--- src/rtl/scan_port_pkg.sv ---
// Package: shared state, path types and instruction codes for the test port.
// Assumes a 4-bit instruction register; codes are fixed by the port behaviour.
package scan_port_pkg;

    localparam int IR_W = 4;

    typedef enum logic [3:0] {
        ST_RESET, ST_IDLE,
        ST_DR_SEL, ST_DR_CAP, ST_DR_SHIFT, ST_DR_EXIT1, ST_DR_PAUSE, ST_DR_EXIT2, ST_DR_UPD,
        ST_IR_SEL, ST_IR_CAP, ST_IR_SHIFT, ST_IR_EXIT1, ST_IR_PAUSE, ST_IR_EXIT2, ST_IR_UPD
    } tap_state_e;

    typedef enum logic [1:0] {
        PATH_BYPASS,
        PATH_ID,
        PATH_BOUND
    } dr_path_e;

    localparam logic [IR_W-1:0] CODE_EXTEST  = 4'b0000;
    localparam logic [IR_W-1:0] CODE_SAMPLE  = 4'b0001;
    localparam logic [IR_W-1:0] CODE_IDCODE  = 4'b0010;
    localparam logic [IR_W-1:0] CODE_BYPASS  = 4'b1111;
    localparam logic [IR_W-1:0] IR_CAPTURE   = 4'b0101;

    // Map an instruction onto the data path it selects.
    function automatic dr_path_e decode_path(input logic [IR_W-1:0] code, input bit has_id);
        if (code == CODE_EXTEST || code == CODE_SAMPLE)
            return PATH_BOUND;
        else if (has_id && code == CODE_IDCODE)
            return PATH_ID;
        else
            return PATH_BYPASS;
    endfunction

endpackage

--- src/rtl/scan_port_fsm.sv ---
// Module: sixteen-state test-port sequencer.
// Advances on every rising tck using tms; synchronous active-low reset forces
// the reset state. Assumes tms is stable around the rising edge.
module scan_port_fsm
    import scan_port_pkg::*;
(
    input  logic       tck,
    input  logic       rst_n,
    input  logic       tms,
    output tap_state_e state_q
);

    tap_state_e state_d;

    // Next-state selection: every state has one successor per tms level.
    always_comb begin
        case (state_q)
            ST_RESET:    state_d = tms ? ST_RESET    : ST_IDLE;
            ST_IDLE:     state_d = tms ? ST_DR_SEL   : ST_IDLE;
            ST_DR_SEL:   state_d = tms ? ST_IR_SEL   : ST_DR_CAP;
            ST_DR_CAP:   state_d = tms ? ST_DR_EXIT1 : ST_DR_SHIFT;
            ST_DR_SHIFT: state_d = tms ? ST_DR_EXIT1 : ST_DR_SHIFT;
            ST_DR_EXIT1: state_d = tms ? ST_DR_UPD   : ST_DR_PAUSE;
            ST_DR_PAUSE: state_d = tms ? ST_DR_EXIT2 : ST_DR_PAUSE;
            ST_DR_EXIT2: state_d = tms ? ST_DR_UPD   : ST_DR_SHIFT;
            ST_DR_UPD:   state_d = tms ? ST_DR_SEL   : ST_IDLE;
            ST_IR_SEL:   state_d = tms ? ST_RESET    : ST_IR_CAP;
            ST_IR_CAP:   state_d = tms ? ST_IR_EXIT1 : ST_IR_SHIFT;
            ST_IR_SHIFT: state_d = tms ? ST_IR_EXIT1 : ST_IR_SHIFT;
            ST_IR_EXIT1: state_d = tms ? ST_IR_UPD   : ST_IR_PAUSE;
            ST_IR_PAUSE: state_d = tms ? ST_IR_EXIT2 : ST_IR_PAUSE;
            ST_IR_EXIT2: state_d = tms ? ST_IR_UPD   : ST_IR_SHIFT;
            ST_IR_UPD:   state_d = tms ? ST_DR_SEL   : ST_IDLE;
            default:     state_d = ST_RESET;
        endcase
    end

    // State register with synchronous reset.
    always_ff @(posedge tck) begin
        if (!rst_n)
            state_q <= ST_RESET;
        else
            state_q <= state_d;
    end

endmodule

--- src/rtl/scan_port_ir.sv ---
// Module: instruction shift stage and holding register.
// Captures a fixed pattern, shifts LSB first from tdi, and commits on the
// update state. The reset state reloads RESET_CODE. Assumes rising-edge update.
module scan_port_ir
    import scan_port_pkg::*;
#(
    parameter logic [IR_W-1:0] RESET_CODE = CODE_IDCODE
) (
    input  logic            tck,
    input  logic            rst_n,
    input  logic            tdi,
    input  tap_state_e      state,
    output logic [IR_W-1:0] instr,
    output logic            ir_so
);

    logic [IR_W-1:0] sr_q;
    logic [IR_W-1:0] instr_q;

    // Shift stage: capture the fixed pattern, then shift right with tdi at the top.
    always_ff @(posedge tck) begin
        if (!rst_n)
            sr_q <= '0;
        else if (state == ST_IR_CAP)
            sr_q <= IR_CAPTURE;
        else if (state == ST_IR_SHIFT)
            sr_q <= {tdi, sr_q[IR_W-1:1]};
    end

    // Holding register: default code on reset, shifted code on update.
    always_ff @(posedge tck) begin
        if (!rst_n || state == ST_RESET)
            instr_q <= RESET_CODE;
        else if (state == ST_IR_UPD)
            instr_q <= sr_q;
    end

    assign instr = instr_q;
    assign ir_so = sr_q[0];

endmodule

--- src/rtl/scan_port_dr.sv ---
// Module: internal data registers, the one-bit bypass stage and the optional
// identification register. Only the register on the selected path captures
// and shifts. Assumes the boundary path is handled outside this module.
module scan_port_dr
    import scan_port_pkg::*;
#(
    parameter int          ID_W     = 32,
    parameter logic [ID_W-1:0] ID_VALUE = 32'h3B6D_4C2F,
    parameter bit          HAS_ID   = 1'b1
) (
    input  logic       tck,
    input  logic       rst_n,
    input  logic       tdi,
    input  tap_state_e state,
    input  dr_path_e   path,
    output logic       dr_so
);

    logic bypass_q;

    // Bypass stage: captures 0, then passes tdi with one shift of delay.
    always_ff @(posedge tck) begin
        if (!rst_n)
            bypass_q <= 1'b0;
        else if (path == PATH_BYPASS && state == ST_DR_CAP)
            bypass_q <= 1'b0;
        else if (path == PATH_BYPASS && state == ST_DR_SHIFT)
            bypass_q <= tdi;
    end

    generate
        if (HAS_ID) begin : g_id
            logic [ID_W-1:0] id_q;

            // Identity register: captures the constant and shifts it out LSB first.
            always_ff @(posedge tck) begin
                if (!rst_n)
                    id_q <= '0;
                else if (path == PATH_ID && state == ST_DR_CAP)
                    id_q <= ID_VALUE;
                else if (path == PATH_ID && state == ST_DR_SHIFT)
                    id_q <= {tdi, id_q[ID_W-1:1]};
            end

            assign dr_so = (path == PATH_ID) ? id_q[0] : bypass_q;
        end else begin : g_no_id
            assign dr_so = bypass_q;
        end
    endgenerate

endmodule

--- src/rtl/scan_port_ctrl.sv ---
// Module: top of the test access port. Joins the sequencer, the instruction
// register and the internal data registers. Routes the scan path, raises the
// boundary-chain strobes and retimes tdo to the falling tck edge.
// Assumes ID_VALUE has bit 0 set; the external chain takes tdi directly.
module scan_port_ctrl
    import scan_port_pkg::*;
#(
    parameter int              ID_W     = 32,
    parameter logic [ID_W-1:0] ID_VALUE = 32'h3B6D_4C2F,
    parameter bit              HAS_ID   = 1'b1
) (
    input  logic            tck,
    input  logic            rst_n,
    input  logic            tms,
    input  logic            tdi,
    input  logic            bnd_so,
    output logic            tdo,
    output logic            tdo_oe,
    output logic            bnd_capture,
    output logic            bnd_shift,
    output logic            bnd_update,
    output logic            ext_mode,
    output logic [IR_W-1:0] instr
);

    localparam logic [IR_W-1:0] RESET_CODE = HAS_ID ? CODE_IDCODE : CODE_BYPASS;

    tap_state_e state;
    dr_path_e   path;
    logic       ir_so;
    logic       dr_so;
    logic       serial_d;
    logic       shifting;
    logic       in_bound;
    logic       tdo_q;
    logic       oe_q;

    scan_port_fsm u_fsm (
        .tck     (tck),
        .rst_n   (rst_n),
        .tms     (tms),
        .state_q (state)
    );

    scan_port_ir #(
        .RESET_CODE (RESET_CODE)
    ) u_ir (
        .tck   (tck),
        .rst_n (rst_n),
        .tdi   (tdi),
        .state (state),
        .instr (instr),
        .ir_so (ir_so)
    );

    scan_port_dr #(
        .ID_W     (ID_W),
        .ID_VALUE (ID_VALUE),
        .HAS_ID   (HAS_ID)
    ) u_dr (
        .tck   (tck),
        .rst_n (rst_n),
        .tdi   (tdi),
        .state (state),
        .path  (path),
        .dr_so (dr_so)
    );

    // Path decode and boundary-chain controls from the loaded instruction.
    always_comb begin
        path        = decode_path(instr, HAS_ID);
        in_bound    = (path == PATH_BOUND);
        bnd_capture = in_bound && (state == ST_DR_CAP);
        bnd_shift   = in_bound && (state == ST_DR_SHIFT);
        bnd_update  = in_bound && (state == ST_DR_UPD);
        ext_mode    = (instr == CODE_EXTEST);
    end

    // Serial source for the output: instruction stage, selected data path, or idle.
    always_comb begin
        shifting = (state == ST_IR_SHIFT) || (state == ST_DR_SHIFT);
        case (state)
            ST_IR_SHIFT: serial_d = ir_so;
            ST_DR_SHIFT: serial_d = in_bound ? bnd_so : dr_so;
            default:     serial_d = 1'b0;
        endcase
    end

    // Output retiming on the falling edge, with its enable flag.
    always_ff @(negedge tck) begin
        if (!rst_n) begin
            tdo_q <= 1'b0;
            oe_q  <= 1'b0;
        end else begin
            tdo_q <= serial_d;
            oe_q  <= shifting;
        end
    end

    assign tdo    = tdo_q;
    assign tdo_oe = oe_q;

endmodule

--- config.mk ---
export PLATFORM = sky130hd
export DESIGN_NAME = scan_port_ctrl
export DESIGN_NICKNAME = d
export VERILOG_FILES = /design/src/rtl/scan_port_pkg.sv /design/src/rtl/scan_port_fsm.sv /design/src/rtl/scan_port_ir.sv /design/src/rtl/scan_port_dr.sv /design/src/rtl/scan_port_ctrl.sv
export SDC_FILE = /design/constraint.sdc
export NUM_CORES = 1
export LEC_CHECK = 0
export ABC_AREA = 1
export BUFFER_PORTS_ARGS = -buffer_cell sky130_fd_sc_hd__buf_4
export CAP_MARGIN = 20
export CORE_UTILIZATION = 40
export DETAILED_ROUTE_END_ITERATION = 10
export PLACE_DENSITY = 0.62
export SLEW_MARGIN = 10
export SYNTH_ARGS = -nofsm -noshare
export SYNTH_HDL_FRONTEND = slang
export SYNTH_HIERARCHICAL = 1
export SYNTH_SLANG_ARGS = --single-unit
--- constraint.sdc ---
create_clock -name tck -period 2.14 [get_ports tck]
set_input_delay 0.214 -clock tck [delete_from_list [all_inputs] [get_ports tck]]
set_output_delay 0.214 -clock tck [all_outputs]
set_load 0.02 [all_outputs]
==> impl_metrics.toml <==
[run_status]
outcome = "complete, but fails checks"
violations = "setup timing"

[routing]
via_count = 2130
vias_per_cell = 4.765
first_iter_violations = 135
first_pass_iters = 4
ant_nets = 0
drc = 0
wl_per_cell_microns = 10.74
drt-total-wl_mm = 4.802

[yosys]
syn-num-nets = 345
ys_seq_area_share_pct = 38.78
ys_types = 30
synthCells = 340
synthesis.area_sq_um = 2426
yosys_register_bits = 47
syn_area_per_cell_sq_um = 7.136
yosysWarnings = 6

[clocking]
cts_buffers = 5
cts_tree = "done"
cts.htree.levels = 2
insertion_delay_ns = 0.35
post-cts-setup-buffers = 0
ctsResizeCount = 2
root_buffer = "clkbuf_8"
clk_path_buf_depth = 2
cts_sinks = 47
cts_hold_buffers = 0
cts.clk_slew.worst_paths_ns = 0.09

[layout]
fin_nets = 376
syn2layout_area_growth_pct = 16.04
utilization_pct = 47.83
n_antenna_cell = 0
drive_gt1_share_pct = 25.00
final_area_sq_um = 2815
fillers = 599

[global_routing]
antenna_found_initial = 0
grt_util_all_layers_pct = 16.32
met3_usage_pct = 2.743
grt_pass1_wl_mm = 8.217
grt_most_used_layer = "met2"
grt_use_met1_pct = 22.28
grt_max_degree = 28
overflow = 0
grt_pass1_vias = 1831
met2_usage_pct = 25.73

[sta]
rsz0062_at_grt = "true"
whs_ns = 0.1824
max_slew_margin_pct = 65.26
fin_skew_ns = 0.05952
finalWorstSetupSlack_ns = -0.1895
maxSlewViolCount = 0
hold_violations = 0
setup_viol = 1
worst_pin_slew_ns = 0.5192
setup_tns_ns = -0.1895

[power_and_ir_drop]
p_leak_nw = 1.258
p_sw_mw = 0.4201
p_per_area_nw_per_um2 = 579.0
p_int_mw = 1.210
swShare_pct = 25.77
power_mw = 1.630
pwr-share-comb_pct = 8.9
seqPwrFrac_pct = 55.3
power_frac_clock_pct = 35.8
ir_worst_vdd_mv = 0.2916

[die]
ios = 15
core_sq_um = 5886
rows = 28
initial_core_util_pct = 41.22
die-area_sq_um = 6381
die_x_microns = 79.88
die_h_microns = 79.88

[hold_path]
hold_path_class = "input port to flip-flop"

[critical_path]
worstPathArrival_ns = 1.55
path_max_fanout = 3
cp-end-kind = "flip-flop"
crit_required_ns = 1.36
start_kind = "flip-flop"
critPathKind = "flip-flop to flip-flop"

[place]
dp_hpwl_mm = 3.348
io_buffers = 14
placed_cell_area_sq_um = 2706
gp_congestion = 0.7885

[flow_run]
drv_cap = 0
## cell type report
cell class	instances	area, sq um	area share, %
clock inverter	4	23.77	0.8444
timing repair buffer	34	267.8	9.511
clock buffer	6	82.58	2.933
inverter	40	152.6	5.422
sequential	47	944.7	33.56
multi-input combinational	241	1250	44.40
tap	75	93.84	3.333
## kinds of logic after synthesis
group	count (synthesis)	share of synthesized area, %
compound gates	40	10.52
buf+inv	52	10.16
flops	47	38.78
simple gates	201	40.54
## power by group through the flow
stage          logic, mW  clock network (mW)  registers [mW]
3_3_place_gp       0.142             0.00878           0.921
3_5_place_dp       0.144             0.00878           0.921
2_1_floorplan      0.100             0.00878           0.926
4_1_cts            0.144               0.608           0.901
6_report           0.145               0.584           0.901
5_1_grt            0.163               0.646           0.904
## flip-flops by register name, indices dropped and copies added (netlist names)
name and count:
tdo 1, tdo_oe 1, u_dr/bypass_q 1, u_dr/g_id.id_q 32, u_fsm/state_q 4, u_ir/instr 4, u_ir/sr_q 4
## cells in the final DEF (no fill, tap or decap)
cell        count
o21ai_2         3
clkinv_4        1
nand3_2         1
nand3b_1        6
nand2_4         1
nand3_1        28
inv_4           1
o21ai_0         4
nand3_4         2
nor2_4          5
nor4_1          2
inv_1          38
clkinvlp_4      1
nand2_2        15
buf_12          1
and3_1          1
clkbuf_8        6
nand2_1        87
o21ai_1         5
dfxtp_2         3
o211ai_1        1
nor3_4          1
a21oi_2        11
nor2_8          2
a21oi_1        16
dfxtp_1        44
nor3_1          1
buf_4          33
nor2_1         44
inv_2           3
nand4_1         2
nor2_2          3
## path summary, 6_finish.rpt
path,end,slack [ns],depth (start not counted),from
worst max-delay path,tdo,-0.19,11,u_ir/instr[3]
worst min-delay path,u_dr/g_id.id_q[31],0.18,3,tdi
worst max register to register,tdo,-0.19,11,u_ir/instr[3]
worst min register to register,u_dr/g_id.id_q[17],0.46,2,u_dr/g_id.id_q[18]
## Yosys cell counts
master    number  area, sq um
nand3_2        1        10.01
nor2_8         2        40.04
nand3_1       28        140.1
nand2_4        1        11.26
buf_2          3        15.01
nand3b_1       6        45.04
and3_1         1        6.260
inv_2          2        7.510
nand2_2       15        93.84
buf_8          1        15.01
nor3_1         2        10.01
nand3_4        2        35.03
nor2_1        44        165.2
o211ai_1       1        7.510
a21oi_1       16        80.08
inv_1         38        142.6
dfxtp_1       47        940.9
buf_4          1        7.510
nor2_4         5        56.30
clkbuf_1       2        7.510
o21ai_1        5        25.02
a21oi_2       11        96.34
inv_4          1        6.260
nor2_2         3        18.77
nor4_1         2        12.51
buf_6          4        45.04
o21ai_0        4        20.02
nand2_1       87        326.6
o21ai_2        3        26.28
nand4_1        2        12.51
## per-layer routing
layer | part of all wire [%] | wire length [microns]
met1 | 50 | 2413
met2 | 44 | 2114
met3 | 4.1 | 197
met4 | 1.6 | 77
met5 | 0 | 0
## stage by stage
stage | setup WS [ns] | std cells
finish | -0.1895 | 447
global placement | -0.2156 | 438
floorplan | -0.3612 | 340
detailed placement | -0.2820 | 438
global route | -0.3032 | 447
CTS | -0.2142 | 447
## critical path, stage by stage, from the launching register on
cell and delay [ns]:
dfxtp_2 0.34, nor2_4 0.11, inv_2 0.06, nor3_4 0.14
inv_2 0.08, nor2_8 0.13, nand2_1 0.06, nand2_1 0.06
inv_1 0.03, nand2_1 0.06, nand3_2 0.06, a21oi_2 0.11
Power figures use the tool's default switching activity.
